<file path="src/rtl/usb_evt_pkg.sv">
package usb_evt_pkg;

  localparam int unsigned STAT_W = 32;
  localparam int unsigned EVT_N  = 6;

  // event slots inside the flag bank
  localparam int unsigned E_SUSP  = 0;
  localparam int unsigned E_SOF   = 1;
  localparam int unsigned E_EORST = 2;
  localparam int unsigned E_WAKE  = 3;
  localparam int unsigned E_EORSM = 4;
  localparam int unsigned E_UPRSM = 5;

  // status word positions, decoded by software
  localparam int unsigned B_SUSP  = 0;
  localparam int unsigned B_SOF   = 2;
  localparam int unsigned B_EORST = 3;
  localparam int unsigned B_WAKE  = 4;
  localparam int unsigned B_EORSM = 5;
  localparam int unsigned B_UPRSM = 6;
  localparam int unsigned B_EP0   = 12;
  localparam int unsigned B_DMA0  = 25;

  typedef enum logic [1:0] {
    LS_SE0 = 2'b00,
    LS_J   = 2'b01,
    LS_K   = 2'b10,
    LS_SE1 = 2'b11
  } line_e;

  function automatic int unsigned evt_pos(input int unsigned e);
    case (e)
      E_SUSP:  evt_pos = B_SUSP;
      E_SOF:   evt_pos = B_SOF;
      E_EORST: evt_pos = B_EORST;
      E_WAKE:  evt_pos = B_WAKE;
      E_EORSM: evt_pos = B_EORSM;
      default: evt_pos = B_UPRSM;
    endcase
  endfunction

  function automatic logic [EVT_N-1:0] pick_evt(input logic [STAT_W-1:0] w);
    logic [EVT_N-1:0] v;
    for (int e = 0; e < EVT_N; e++) v[e] = w[evt_pos(e)];
    return v;
  endfunction

endpackage

</file>
<file path="src/rtl/usb_rst_sync.sv">
module usb_rst_sync #(
  parameter int unsigned STAGES = 2
) (
  input  logic clk,
  input  logic rst_n,
  output logic rst_q
);
  logic [STAGES-1:0] sh_q;
  logic [STAGES-1:0] sh_d;

  always_comb sh_d = {sh_q[STAGES-2:0], 1'b1};

  always_ff @(posedge clk or negedge rst_n) begin
    if (!rst_n) sh_q <= '0;
    else        sh_q <= sh_d;
  end

  assign rst_q = sh_q[STAGES-1];
endmodule

</file>
<file path="src/rtl/usb_idle_timer.sv">
module usb_idle_timer #(
  parameter int unsigned LIMIT = 144000
) (
  input  logic clk,
  input  logic rst_n,
  input  logic is_idle,
  output logic hit
);
  localparam int unsigned CW = $clog2(LIMIT + 1);
  localparam logic [CW-1:0] LAST = CW'(LIMIT - 1);
  localparam logic [CW-1:0] SAT  = CW'(LIMIT);

  logic [CW-1:0] cnt_q, cnt_d;
  logic          cnt_en;

  always_comb begin
    hit    = is_idle && (cnt_q == LAST);
    cnt_d  = is_idle ? cnt_q + 1'b1 : '0;
    cnt_en = is_idle ? (cnt_q != SAT) : (cnt_q != '0);
  end

  always_ff @(posedge clk or negedge rst_n) begin
    if (!rst_n)      cnt_q <= '0;
    else if (cnt_en) cnt_q <= cnt_d;
  end

  // one idle stretch raises at most one detection
  a_r2_single_hit: assert property (@(posedge clk) disable iff (!rst_n)
    hit |=> !hit);
  // a non-idle sample restarts the count
  a_r1_break_restarts: assert property (@(posedge clk) disable iff (!rst_n)
    !is_idle |=> !hit);
endmodule

</file>
<file path="src/rtl/usb_wake_filter.sv">
module usb_wake_filter #(
  parameter int unsigned LEN_W = 3
) (
  input  logic             clk,
  input  logic             rst_n,
  input  logic             arm,
  input  logic             active,
  input  logic             resume_req,
  input  logic [LEN_W-1:0] len,
  output logic             hit,
  output logic             armed
);
  logic [LEN_W-1:0] cnt_q, cnt_d, last;
  logic             cond, cnt_en;
  logic             armed_q, armed_d, armed_en;

  always_comb begin
    last     = (len == '0) ? '0 : len - 1'b1;
    cond     = armed_q && active && !resume_req;
    hit      = cond && (cnt_q == last);
    cnt_d    = (cond && !hit) ? cnt_q + 1'b1 : '0;
    cnt_en   = (cnt_d != cnt_q);
    armed_d  = arm;
    armed_en = arm || hit;
  end

  always_ff @(posedge clk or negedge rst_n) begin
    if (!rst_n)      cnt_q <= '0;
    else if (cnt_en) cnt_q <= cnt_d;
  end

  always_ff @(posedge clk or negedge rst_n) begin
    if (!rst_n)        armed_q <= 1'b0;
    else if (armed_en) armed_q <= armed_d;
  end

  assign armed = armed_q;

  // a wake-up disarms the filter until the next suspend
  a_r5_disarm_on_wake: assert property (@(posedge clk) disable iff (!rst_n)
    (hit && !arm) |=> !armed);
  a_r5_single_wake: assert property (@(posedge clk) disable iff (!rst_n)
    (hit && !arm) |=> !hit);
endmodule

</file>
<file path="src/rtl/usb_evt_flags.sv">
module usb_evt_flags #(
  parameter int unsigned N = 6
) (
  input  logic         clk,
  input  logic         rst_n,
  input  logic [N-1:0] set,
  input  logic [N-1:0] clr,
  input  logic [N-1:0] xclr,
  output logic [N-1:0] q
);
  for (genvar i = 0; i < N; i++) begin : g_flag
    logic f_q, f_d, f_en;

    always_comb begin
      f_d  = set[i] || !(clr[i] || xclr[i]);
      f_en = set[i] || clr[i] || xclr[i];
    end

    always_ff @(posedge clk or negedge rst_n) begin
      if (!rst_n)    f_q <= 1'b0;
      else if (f_en) f_q <= f_d;
    end

    assign q[i] = f_q;

    // hardware set beats a same-cycle software clear
    a_r8_set_wins: assert property (@(posedge clk) disable iff (!rst_n)
      (set[i] && clr[i]) |=> q[i]);
    // a lone clear drops the flag
    a_r8_clear_drops: assert property (@(posedge clk) disable iff (!rst_n)
      (clr[i] && !set[i]) |=> !q[i]);
    // a flag never rises without a set
    a_r8_sticky: assert property (@(posedge clk) disable iff (!rst_n)
      !set[i] |=> !$rose(q[i]));
  end
endmodule

</file>
<file path="src/rtl/usb_bus_evt_irq.sv">
module usb_bus_evt_irq
  import usb_evt_pkg::*;
#(
  parameter int unsigned CLK_PER_MS = 48000,
  parameter int unsigned IDLE_MS    = 3,
  parameter int unsigned WLEN_W     = 3,
  parameter int unsigned FNUM_W     = 11,
  parameter int unsigned EP_N       = 7,
  parameter int unsigned DMA_N      = 7
) (
  input  logic              clk,
  input  logic              rst_n,
  input  logic [1:0]        line_state,
  input  logic              resume_req,
  input  logic [WLEN_W-1:0] wake_len,
  input  logic              sof_stb,
  input  logic [FNUM_W-1:0] sof_frame,
  input  logic              eorst_stb,
  input  logic              eorsm_stb,
  input  logic              uprsm_stb,
  input  logic [EP_N-1:0]   ep_irq,
  input  logic [DMA_N-1:0]  dma_irq,
  input  logic              clr_wr,
  input  logic [31:0]       clr_data,
  input  logic              en_wr,
  input  logic [31:0]       en_data,
  output logic [31:0]       status,
  output logic [FNUM_W-1:0] frame_num,
  output logic              irq
);
  localparam int unsigned IDLE_LIMIT = CLK_PER_MS * IDLE_MS;

  logic             rst_q;
  logic             is_idle;
  logic             susp_hit, wake_hit, wake_armed;
  logic [EVT_N-1:0] set_v, clr_v, xclr_v, flag_q;
  logic [EVT_N-1:0] en_q, en_d;
  logic [FNUM_W-1:0] fnum_q, fnum_d;

  usb_rst_sync #(.STAGES(2)) u_rst (
    .clk   (clk),
    .rst_n (rst_n),
    .rst_q (rst_q)
  );

  assign is_idle = (line_state == LS_J);

  usb_idle_timer #(.LIMIT(IDLE_LIMIT)) u_idle (
    .clk     (clk),
    .rst_n   (rst_q),
    .is_idle (is_idle),
    .hit     (susp_hit)
  );

  usb_wake_filter #(.LEN_W(WLEN_W)) u_wake (
    .clk        (clk),
    .rst_n      (rst_q),
    .arm        (susp_hit),
    .active     (!is_idle),
    .resume_req (resume_req),
    .len        (wake_len),
    .hit        (wake_hit),
    .armed      (wake_armed)
  );

  always_comb begin
    set_v          = '0;
    set_v[E_SUSP]  = susp_hit;
    set_v[E_SOF]   = sof_stb;
    set_v[E_EORST] = eorst_stb;
    set_v[E_WAKE]  = wake_hit;
    set_v[E_EORSM] = eorsm_stb;
    set_v[E_UPRSM] = uprsm_stb;

    clr_v          = clr_wr ? pick_evt(clr_data) : '0;

    xclr_v         = '0;
    xclr_v[E_SUSP] = wake_hit;
    xclr_v[E_WAKE] = susp_hit;
  end

  usb_evt_flags #(.N(EVT_N)) u_flags (
    .clk   (clk),
    .rst_n (rst_q),
    .set   (set_v),
    .clr   (clr_v),
    .xclr  (xclr_v),
    .q     (flag_q)
  );

  // enable and frame registers
  always_comb begin
    en_d   = pick_evt(en_data);
    fnum_d = sof_frame;
  end

  always_ff @(posedge clk or negedge rst_q) begin
    if (!rst_q)     en_q <= '0;
    else if (en_wr) en_q <= en_d;
  end

  always_ff @(posedge clk or negedge rst_q) begin
    if (!rst_q)       fnum_q <= '0;
    else if (sof_stb) fnum_q <= fnum_d;
  end

  // status assembly and interrupt
  always_comb begin
    status = '0;
    for (int e = 0; e < EVT_N; e++) status[evt_pos(e)] = flag_q[e];
    status[B_EP0 +: EP_N]   = ep_irq;
    status[B_DMA0 +: DMA_N] = dma_irq;
  end

  assign frame_num = fnum_q;
  assign irq       = (|(flag_q & en_q)) || (|ep_irq) || (|dma_irq);

  // frame number follows the strobe
  a_r3_frame_load: assert property (@(posedge clk) disable iff (!rst_q)
    sof_stb |=> (frame_num == $past(sof_frame)));
  a_r3_frame_hold: assert property (@(posedge clk) disable iff (!rst_q)
    !sof_stb |=> $stable(frame_num));
  // own upstream resume never counts as wake-up
  a_r6_resume_blocks: assert property (@(posedge clk) disable iff (!rst_q)
    resume_req |=> !$rose(status[B_WAKE]));
  // mutual clearing of suspend and wake-up
  a_r7_wake_clears_susp: assert property (@(posedge clk) disable iff (!rst_q)
    wake_hit |=> (status[B_WAKE] && !status[B_SUSP]));
  a_r7_susp_clears_wake: assert property (@(posedge clk) disable iff (!rst_q)
    susp_hit |=> (status[B_SUSP] && !status[B_WAKE]));
  // wake-up only from an armed filter
  a_r5_needs_arm: assert property (@(posedge clk) disable iff (!rst_q)
    !wake_armed |=> !$rose(status[B_WAKE]));
endmodule

</file>
<file path="config.mk">
export PLATFORM = sky130hd
export DESIGN_NAME = usb_bus_evt_irq
export DESIGN_NICKNAME = d
export VERILOG_FILES = /design/src/rtl/usb_evt_pkg.sv /design/src/rtl/usb_rst_sync.sv /design/src/rtl/usb_idle_timer.sv /design/src/rtl/usb_wake_filter.sv /design/src/rtl/usb_evt_flags.sv /design/src/rtl/usb_bus_evt_irq.sv
export SDC_FILE = /design/constraint.sdc
export NUM_CORES = 1
export LEC_CHECK = 0
export CAP_MARGIN = 0
export CORE_ASPECT_RATIO = 0.5
export CORE_UTILIZATION = 41
export DETAILED_ROUTE_END_ITERATION = 7
export PLACE_DENSITY = 0.89
export SLEW_MARGIN = 20
export SYNTH_ARGS = -nofsm -noshare
export SYNTH_HDL_FRONTEND = slang
export SYNTH_SLANG_ARGS = --single-unit
</file>
<file path="constraint.sdc">
create_clock -name clk -period 4.22 [get_ports clk]
set_input_delay 1.055 -clock clk [delete_from_list [all_inputs] [get_ports clk]]
set_output_delay 1.055 -clock clk [all_outputs]
set_load 0.05 [all_outputs]
</file>
=== Word-level counts from Yosys, hierarchy flattened ===
Cells that the tools add are included.

* Bits in registers: 47
* Output and inout port bits: 44
* Bits of input ports: 103
* Logic and storage cells: 64

* Bitwise gates (word level): 1
* Reduce and logical (&&, ||, !) cells: 38
* Muxes and demuxes: 5
* Equality and inequality tests: 5
* Add/sub/neg operators: 3

{| class="wikitable"
|+ Operator list
! operator !! count
|-
| $logic_or A1 B1 Y1 || 19
|-
| $add A18 B1 Y18 const B || 1
|-
| $eq A18 B18 Y1 const B || 1
|-
| $mux W18 || 1
|-
| $ne A18 B18 Y1 const B || 1
|-
| $reduce_bool A18 Y1 || 1
|-
| $reduce_or A7 Y1 || 2
|-
| $logic_not A1 Y1 || 9
|-
| $and A6 B6 Y6 || 1
|-
| $mux W3 || 2
|-
| $mux W6 || 1
|-
| $reduce_or A6 Y1 || 1
|-
| $logic_and A1 B1 Y1 || 5
|-
| $add A3 B1 Y3 const B || 1
|-
| $eq A3 B3 Y1 || 1
|-
| $logic_not A3 Y1 || 1
|-
| $ne A3 B3 Y1 || 1
|-
| $sub A3 B1 Y3 const B || 1
|-
| $eq A2 B1 Y1 const B || 1
|-
| $mux W1 || 1
|}

=== Longest topological paths before layout ===
Gate-level depths: netlist of run 1.

* Depth after elaboration: 9
* Depth in mapped cells: 7
* Gate-level depth less buffers: 7

=== Cells and area by module ===
From an unflattened synthesis of run 1, not the netlist that was laid out.

* Cell total of the unflattened synthesis: 248
* Area total of the unflattened synthesis: 2586.2 um2

{| class="wikitable"
|+ By module, submodules not included
! module !! times used !! cells each !! area an instance (um2) !! seq. area each (um2)
|-
| usb_idle_timer || 1 || 114 || 1042.2 || 450.4
|-
| usb_bus_evt_irq || 1 || 79 || 932.1 || 425.4
|-
| usb_wake_filter || 1 || 28 || 295.3 || 100.1
|-
| usb_evt_flags || 1 || 24 || 262.8 || 150.1
|-
| usb_rst_sync || 1 || 3 || 53.8 || 50.0
|}

=== Worst setup path after synthesis of run 1 ===
OpenSTA, ideal clock, no wires.

* Path type: input-to-output
* From: input ep_irq[1]
* To: output irq
* Setup slack: 1.235 ns
* Required time: 3.165 ns
* Arrival time: 1.930 ns
* Stages: 3
* Path buffers: 0
* Path through: nor4_1 > and3_1 > nand4_1

* Word-level cells in the longest chain between the ends: 3

{| class="wikitable"
|+ RTL lines
! what !! line !! RTL
|-
| start, declared || usb_bus_evt_irq.sv:21 || <nowiki>input logic [EP_N-1:0] ep_irq,</nowiki>
|-
| $reduce_or A7 Y1 || usb_bus_evt_irq.sv:116 || <nowiki>assign irq = (|(flag_q & en_q)) || (|ep_irq) || (|dma_irq);</nowiki>
|-
| $logic_or A1 B1 Y1 (2 in a row) || usb_bus_evt_irq.sv:116 ||
|-
| end, declared || usb_bus_evt_irq.sv:29 || <nowiki>output logic irq</nowiki>
|}

Every way passes these cells.

=== Final worst setup path of run 1 ===
* From: input ep_irq[5]
* To: output irq

Same word-level chain as after synthesis.

==> flow_summary.ini, run 1 <==
[outcome]
violations = DRC
outcome = complete, but fails checks

[sta]
timing.final.crit_share = 0.910
rsz0062_at_grt = false
min_period_ns = 3.84
hold_viol = 0
setup_viol = 0
max_freq_ghz = 0.261
worstMarginPinSlew_ns = 0.979
fin_skew_ns = 0.00547
setup_total_negative_slack_ns = 0
drv_slew = 0
relSlewSlack = 0.347

[floorplan]
ios = 147
rows = 19
dieArea_sq_um = 6340
core_area_sq_um = 5630
dieWidth_um = 112
initial_core_util = 0.437
fp.dieH_um = 56.8

[setup_path]
cp.arrival_ns = 2.78
worst-path-max-fanout = 2
crit-reg2reg-launch = u_idle.cnt_q[2]
critPathCaptureType = output port
startpoint_type = input pin
ff2ff_setup_slack_ns = 2.32
r2r_end = u_idle.cnt_q[12]
path_cells = clkdlybuf4s50_1 > nor4_1 > and3_1 > nand4_1 > clkdlybuf4s50_1
worstPathRequired_ns = 3.16
crit_path_frequent_cell = clkdlybuf4s50_1
critical-path-max-stage-delay_ns = 0.73
rr_worst_depth = 4
path_class = in -> out
critPathSlowestCell = clkdlybuf4s50_1

[yosys]
ys_seq_elements = 47
synthArstFlopShare = 1.00
synth_common_cells = dfrtp_1 (47), buf_4 (33), mux2_2 (17)
syn_inst = 236
synth_ff_type = dfrtp_1
synthTopCellsByArea = dfrtp_1 (48%), buf_4 (10%), mux2_2 (7.8%), ha_1 (2.5%), xor2_1 (2.5%)
yosys_warnings = 0
yosysMostFrequentCell = dfrtp_1
synth_top_area_cell = dfrtp_1
ys_types = 39
synth_top_area_frac = 0.478
netlist_area_sq_um = 2460
synth-seq-area-share = 0.478
avgSynthCellArea_sq_um = 10.4
synth_edf_count = 0

[drt]
post_drt_wl_per_cell_um = 15.6
vias = 1970
vias_per_cell = 5.28
first_pass_iters = 6
drt_wl_total_um = 5830
drtIter0Drc = 210
drtAntennaViolNets = 0
drcViolationCount = 10

[clock_tree]
cts.sinks = 47
cts_hold_buf = 0
clockBufferDepth = 2
clk_latency_ns = 0.28
post_cts_buffers = 0
post_cts_resized = 0
cts_made_buffers = 5
cts-root-buf = clkbuf_16
h-tree-depth = 2
clk_pin_slew_worst_paths_ns = 0.06
tritoncts = built

[final_layout]
n_antenna_cell = 0
final_util = 0.593
stdcell_area_sq_um = 3340
drive_above_1_share = 0.0967
fin_cells = 373
syn2layout_area_growth_pct = 35.8
final_nets = 407

[placed_design]
place_area_sq_um = 3150
finalWeightedCongestion = 0.841
placed_cells = 365
hpwl_um = 4340
port_buffers = 82

[grt]
grt_max_degree = 46
gr-total-overflow = 0
antenna_found_initial = 0
grt_pass1_vias = 2015
gr-usage-met3 = 0.0302
grt_most_used_layer = met2
grt_usage = 0.194
global_route.usage.met1 = 0.212
grt_pass1_wl_um = 9690
met2_usage = 0.393

[pwr]
seq_power_share = 0.391
p_clk_frac = 0.374
power_leakage_nw = 1.39
switching_power_mw = 0.381
p_comb_frac = 0.235
peakVddDrop_uv = 170
p_int_mw = 0.955
switching_share = 0.285
pwr_density_cell_nw_per_um2 = 400

[worst_hold_path]
hold_depth = 0
hold_class = reg -> reg
hp-start = u_rst.sh_q[0]
hold-path-endpoint = u_rst.sh_q[1]

[run]
drv_cap = 0
## logic make-up after synthesis
family / after synthesis / synth area share
mux: 17 / 0.0778
simple gates: 77 / 0.178
flops: 47 / 0.478
buf+inv: 45 / 0.119
fa+ha+maj: 5 / 0.0254
compound gates: 31 / 0.0763
other cells: 2 / 0.00305
xor+xnor: 12 / 0.0427
## power groups by stage
stage | Sequential, mW | Clock, mW | Combinational, mW
CTS | 0.522 | 0.503 | 0.314
finish | 0.523 | 0.499 | 0.314
global route | 0.528 | 0.519 | 0.332
detailed placement | 0.530 | 0 | 0.313
floorplan | 0.558 | 0 | 0.187
global placement | 0.526 | 0 | 0.304
## registers in the layout, summed over array words and instances, names as in the netlist
register / count
u_wake.cnt_q: 3
u_idle.cnt_q: 18
frame_num: 11
u_flags.g_flag.f_q: 6
u_rst.sh_q: 2
u_wake.armed: 1
en_q: 6
## worst max-delay path, delay by kind of cell
family	cells	cell delay, ns
buffers and inverters	2	1.15
AND/OR/NAND/NOR	3	0.58
## per-layer routing
metal | up-vias | wire, um
li1 | 907 | -
met1 | 962 | 2280
met2 | 93 | 3160
met3 | 8 | 324
met4 | 0 | 68
met5 | - | 0
## cell type report
| type | count | area [sq um] |
|---|---|---|
| Inverter | 8 | 30.0 |
| Sequential cell | 47 | 1180 |
| Clock inverter | 2 | 60.1 |
| Tap cell | 73 | 91.3 |
| Multi-Input combinational cell | 155 | 1030 |
| Fill cell | 434 | 2290 |
| Timing Repair Buffer | 82 | 821 |
| Clock buffer | 6 | 129 |
## cell usage in the layout, fill, tap and decap left out, drive strengths merged
cell type and n:
a211oi 2, a21o 5, a21oi 9, a222oi 1
a22oi 1, a31o 1, and2 3, and3 2
and4 3, bufinv 2, clkbuf 6, clkdlybuf4s50 82
conb 13, dfrtp 47, ha 5, inv 8
mux2 17, nand2 14, nand2b 1, nand3 5
nand3b 1, nand4 10, nor2 15, nor2b 1
nor3 3, nor3b 2, nor4 4, nor4b 1
o21ai 10, o22ai 1, o31ai 1, or3 9
or4 2, or4b 1, xnor2 5, xor2 7
## worst max-delay path by stage
stage          startpoint  end  slack (ns)  cells after the start
3_5_place_dp   dma_irq[1]  irq        0.37                      5
3_3_place_gp    ep_irq[5]  irq        0.39                      5
4_1_cts        dma_irq[1]  irq        0.37                      5
6_report        ep_irq[5]  irq        0.38                      5
2_1_floorplan   ep_irq[1]  irq        1.23                      3
5_1_grt         ep_irq[1]  irq        0.23                      5
## metrics by stage
step / hold WS (ns) / total power [mW] / worst slack (ns)
after floorplan: 0.331 / 0.745 / 1.23
after detailed placement: 0.340 / 0.843 / 0.370
after global routing: 0.355 / 1.38 / 0.231
after CTS: 0.354 / 1.34 / 0.370
after global placement: 0.338 / 0.831 / 0.391
final: 0.352 / 1.34 / 0.381
No activity file was read; power rests on OpenSTA's default activity.
==> run 2, diff against run 1 <==
- PLACE_DENSITY: 0.89 -> 0.85
- REMOVE_ABC_BUFFERS: not set -> 1
==> run 2 against run 1 <==
Against the previous run:
- the run still ends with DRC left
- power is 8.6% lower
- sequential power hardly changed
- sequential cell count stayed put
- global-route usage is 1.0 points lower
- hold slack better by 0.013 ns
- clock skew is 0.00097 ns higher
- critical path depth stayed put
- final cell count stayed put
- utilization is 0.73 points lower
- design area is 1.2% lower
- setup slack worse by 0.011 ns
- critical endpoint unchanged
- highest routed layer unchanged
==> flow_summary.ini, run 2 (synthesized netlist as in run 1, its figures left out) <==
[outcome]
outcome = complete, but fails checks
violations = DRC

[worst_hold_path]
hp-start = u_rst.sh_q[0]
hold_depth = 0
hold_class = reg -> reg
hold-path-endpoint = u_rst.sh_q[1]

[final_layout]
mostFrequentLayoutCells = clkdlybuf4s50_1 (82), dfrtp_1 (46), mux2_2 (17)
final_common_cell = clkdlybuf4s50_1
multi_input_area_sq_um = 1030
ff_latch_area_sq_um = 1180
final_nets = 407
final_util = 0.586
fin_cells = 373
largest_reg_flops = 18
n_antenna_cell = 0
fillCellCount = 453
regMostFlops = u_idle.cnt_q
syn2layout_area_growth_pct = 34.1
drive_above_1_share = 0.0967

[clock_tree]
cts_made_buffers = 5
tritoncts = built
clockBufferDepth = 2
cts.sinks = 47
h-tree-depth = 2
clk_latency_ns = 0.29
cts_hold_buf = 0
post_cts_buffers = 0
post_cts_resized = 0
cts-root-buf = clkbuf_16
clk_pin_slew_worst_paths_ns = 0.06

[placed_design]
hpwl_um = 4160
port_buffers = 82
post-place-ws_ns = 0.347
placed_cells = 365
finalWeightedCongestion = 0.815

[sta]
worstMarginPinSlew_ns = 0.938
max_freq_ghz = 0.260
min_period_ns = 3.85
relSlewSlack = 0.375
timing.final.crit_share = 0.912
setup_total_negative_slack_ns = 0
setup_viol = 0
fin_skew_ns = 0.00645
layout_setup_ws_ns = 0.370
rsz0062_at_grt = false
drv_slew = 0
hold_viol = 0

[floorplan]
fp.dieH_um = 56.8
ios = 147
initial_core_util = 0.437
rows = 19
dieWidth_um = 112
dieArea_sq_um = 6340
core_area_sq_um = 5630

[pwr]
p_int_mw = 0.850
pwr_density_cell_nw_per_um2 = 370
p_clk_frac = 0.319
p_comb_frac = 0.254
power_leakage_nw = 1.38
seq_power_share = 0.427
switching_share = 0.304
switching_power_mw = 0.371
peakVddDrop_uv = 189

[drt]
vias_per_cell = 5.14
first_pass_iters = 6
vias = 1918
drtIter0Drc = 129
drt_wl_total_um = 5430
drtAntennaViolNets = 0
drcViolationCount = 10
post_drt_wl_per_cell_um = 14.6

[grt]
grt_pass1_wl_um = 9180
grt_pass1_vias = 1919
grt_usage = 0.184
grt_max_degree = 46
antenna_found_initial = 0
gr-total-overflow = 0

[setup_path]
crit-reg2reg-launch = u_idle.cnt_q[2]
path_cells = clkdlybuf4s50_1 > nor4_1 > and3_1 > nand4_1 > clkdlybuf4s50_1
timing.critical_path.buf_inv = 2
worstPathRequired_ns = 3.16
cpLargestDelayFamily = buffers and inverters
startpoint_type = input pin
r2r_end = u_idle.cnt_q[12]
critical-path-max-stage-delay_ns = 0.73
critPathCaptureType = output port
critPathSlowestCell = clkdlybuf4s50_1
worst-path-max-fanout = 2
rr_worst_depth = 4
path_class = in -> out
ff2ff_setup_slack_ns = 2.39
cp.arrival_ns = 2.79
crit_path_frequent_cell = clkdlybuf4s50_1

[run]
drv_cap = 0
[run 2: worst reg2reg max path, cell delays in order (launching register included)]
cell and delay (ns):
dfrtp_1 0.45, and4_1 0.40, nand4_1 0.27, or3_2 0.48
a21oi_1 0.15
[run 2: per-stage QoR]
step                area [sq um]  total power [mW]  hold WS [ns]
finish                      3300              1.22         0.365
CTS                         3300              1.23         0.374
detailed placement          3150             0.840         0.359
floorplan                   2240             0.688         0.331
global route                3300              1.27         0.371
global placement            3150             0.829         0.340
[run 2: per-layer routing]
metal  routed length (um)  GRT usage  up-vias
met5                    0          0        -
met4                   50     0.0502        0
met3                  252     0.0335        6
met2                 2990      0.359       68
met1                 2140      0.207      935
li1                     -          -      909
[run 2: power by group through the flow]
stage	registers, mW	logic (mW)	clock network (mW)
3_3_place_gp	0.527	0.303	0
6_report	0.521	0.311	0.389
4_1_cts	0.522	0.313	0.399
5_1_grt	0.529	0.331	0.415
3_5_place_dp	0.530	0.310	0
2_1_floorplan	0.575	0.113	0
[run 2: how the worst max path moves through the flow]
| stage | startpoint | to | cells after the start |
|---|---|---|---|
| 6_report | dma_irq[1] | irq | 5 |
| 5_1_grt | ep_irq[4] | irq | 5 |
| 4_1_cts | ep_irq[5] | irq | 5 |
| 3_5_place_dp | ep_irq[5] | irq | 5 |
| 3_3_place_gp | ep_irq[5] | irq | 5 |
| 2_1_floorplan | ep_irq[1] | irq | 3 |
[run 2: area by class of cell]
class,count,area share
inverters,8,0.00910
well taps,73,0.0277
clock buffers,7,0.0432
flip-flops and latches,47,0.357
multi-input cells,155,0.313
repair buffers,82,0.249
clock inverters,1,0.00152
==> run 3, diff against run 2 <==
- CORE_ASPECT_RATIO: 0.5 -> 1.75
- HOLD_SLACK_MARGIN: not set -> 0.08
==> run 3 against run 2 <==
Against the previous run:
- the run now ends clean
- clock skew increased by 0.0051 ns
- highest routed layer unchanged
- sequential share of layout area increased by 0.29 points
- global-route usage decreased by 0.30 points
- sequential cell count unchanged
- setup slack got worse by 0.14 ns
- clock power decreased by 14%
- sequential power about the same
- non-clock buffer count unchanged
- final cell count increased by 1.3%
==> flow_summary.ini, run 3 (synthesized netlist as in run 1, its figures left out) <==
[outcome]
outcome = completed

[floorplan]
ios = 147
dieWidth_um = 60.6
fp.dieH_um = 104
initial_core_util = 0.422
dieArea_sq_um = 6330
rows = 37
core_area_sq_um = 5830

[final_layout]
fillCellCount = 523
regMostFlops = u_idle.cnt_q
final_nets = 407
syn2layout_area_growth_pct = 33.0
final_common_cell = clkdlybuf4s50_1
mostFrequentLayoutCells = clkdlybuf4s50_1 (82), dfrtp_1 (46), mux2_2 (17)
n_antenna_cell = 0
largest_reg_flops = 18
drive_above_1_share = 0.100

[sta]
setup_viol = 0
max_freq_ghz = 0.251
drv_slew = 0
setup_total_negative_slack_ns = 0
worstMarginPinSlew_ns = 0.959
relSlewSlack = 0.361
hold_viol = 0
timing.final.crit_share = 0.944
fin_skew_ns = 0.0115
min_period_ns = 3.99
hold_ws_ns = 0.371
rsz0062_at_grt = false

[grt]
grt_pass1_wl_um = 8560
grt_pass1_vias = 1968
grt_usage = 0.181
grt_max_degree = 46
gr-total-overflow = 0
antenna_found_initial = 0

[clock_tree]
clockBufferDepth = 2
tritoncts = built
cts_hold_buf = 0
clk_pin_slew_worst_paths_ns = 0.08
clk_latency_ns = 0.31
cts.sinks = 47
post_cts_resized = 0
h-tree-depth = 2
cts-root-buf = clkbuf_8
cts_made_buffers = 5
post_cts_buffers = 0

[pwr]
power_leakage_nw = 1.36
peakVddDrop_uv = 175
pwr_density_cell_nw_per_um2 = 357

[setup_path]
critPathCaptureType = output port
worst-path-max-fanout = 2
startpoint_type = input pin
cp.arrival_ns = 2.93
worstPathRequired_ns = 3.16
ff2ff_setup_slack_ns = 2.42
path_class = in -> out

[drt]
met3WireLength_um = 363
drt_wl_total_um = 5400
highest_layer = met4
vias = 1909
first_pass_iters = 4
wl_met2_um = 3160
vias_per_cell = 5.05
post_drt_wl_per_cell_um = 14.3
met1Wirelength_um = 1760
drcViolationCount = 0
drtAntennaViolNets = 0
drtIter0Drc = 57

[placed_design]
hpwl_um = 4330
finalWeightedCongestion = 0.838
port_buffers = 82

[worst_hold_path]
hold_class = reg -> reg

[run]
drv_cap = 0
[run 3: cell types whose count changed in the layout (fill, tap and decap cells not counted), sizes merged]
cell      delta
clkinvlp     +1
inv          +1
clkbuf       -2
bufinv       +1
clkinv       -1
[run 3: power by group]
group,internal [mW],switching [mW],leakage [nW]
logic,0.130,0.185,0.709
registers,0.486,0.0338,0.593
clock network,0.178,0.157,0.0548
total,0.794,0.375,1.36
[run 3: layout make-up]
type,count,area (sq um),area share
clock buffer,5,68.8,0.0210
clock inverter,3,46.3,0.0141
inverter,8,30.0,0.00917
multi-input combinational,155,1030,0.316
sequential,47,1180,0.360
tap,78,97.6,0.0298
timing repair buffer,82,821,0.251
[run 3: stage by stage]
| stage | utilization | std cells | area, sq um | power, mW | worst slack [ns] |
|---|---|---|---|---|---|
| 6_report | 0.561 | 378 | 3270 | 1.17 | 0.235 |
| 5_1_grt | 0.561 | 378 | 3270 | 1.23 | 0.143 |
| 4_1_cts | 0.561 | 378 | 3270 | 1.18 | 0.232 |
| 3_5_place_dp | 0.542 | 370 | 3160 | 0.845 | 0.242 |
| 3_3_place_gp | 0.542 | 370 | 3160 | 0.835 | 0.303 |
| 2_1_floorplan | - | 210 | 2240 | 0.688 | 1.23 |
[run 3: critical path, stage by stage]
cell and delay (ns):
clkdlybuf4s50_1 0.44, nor4_1 0.40, and3_1 0.21, nand4_1 0.10, clkdlybuf4s50_1 0.73
[run 3: metal layers]
layer	vias to the layer above	global-route usage
met1	914	0.160
met3	12	0.0386
li1	907	-
met4	0	0.0763
met2	76	0.356
met5	-	0
[run 3: final timing paths]
path,from,to,depth (start not counted)
setup / recovery,ep_irq[1],irq,5
hold / removal,u_rst.sh_q[0],u_rst.sh_q[1],0
setup reg to reg,u_idle.cnt_q[12],u_flags.g_flag[3].f_q,4
hold reg to reg,u_rst.sh_q[0],u_rst.sh_q[1],0
max in group asynchronous,rst_n,u_rst.sh_q[1],1
min in group asynchronous,u_rst.sh_q[1],frame_num[6],0
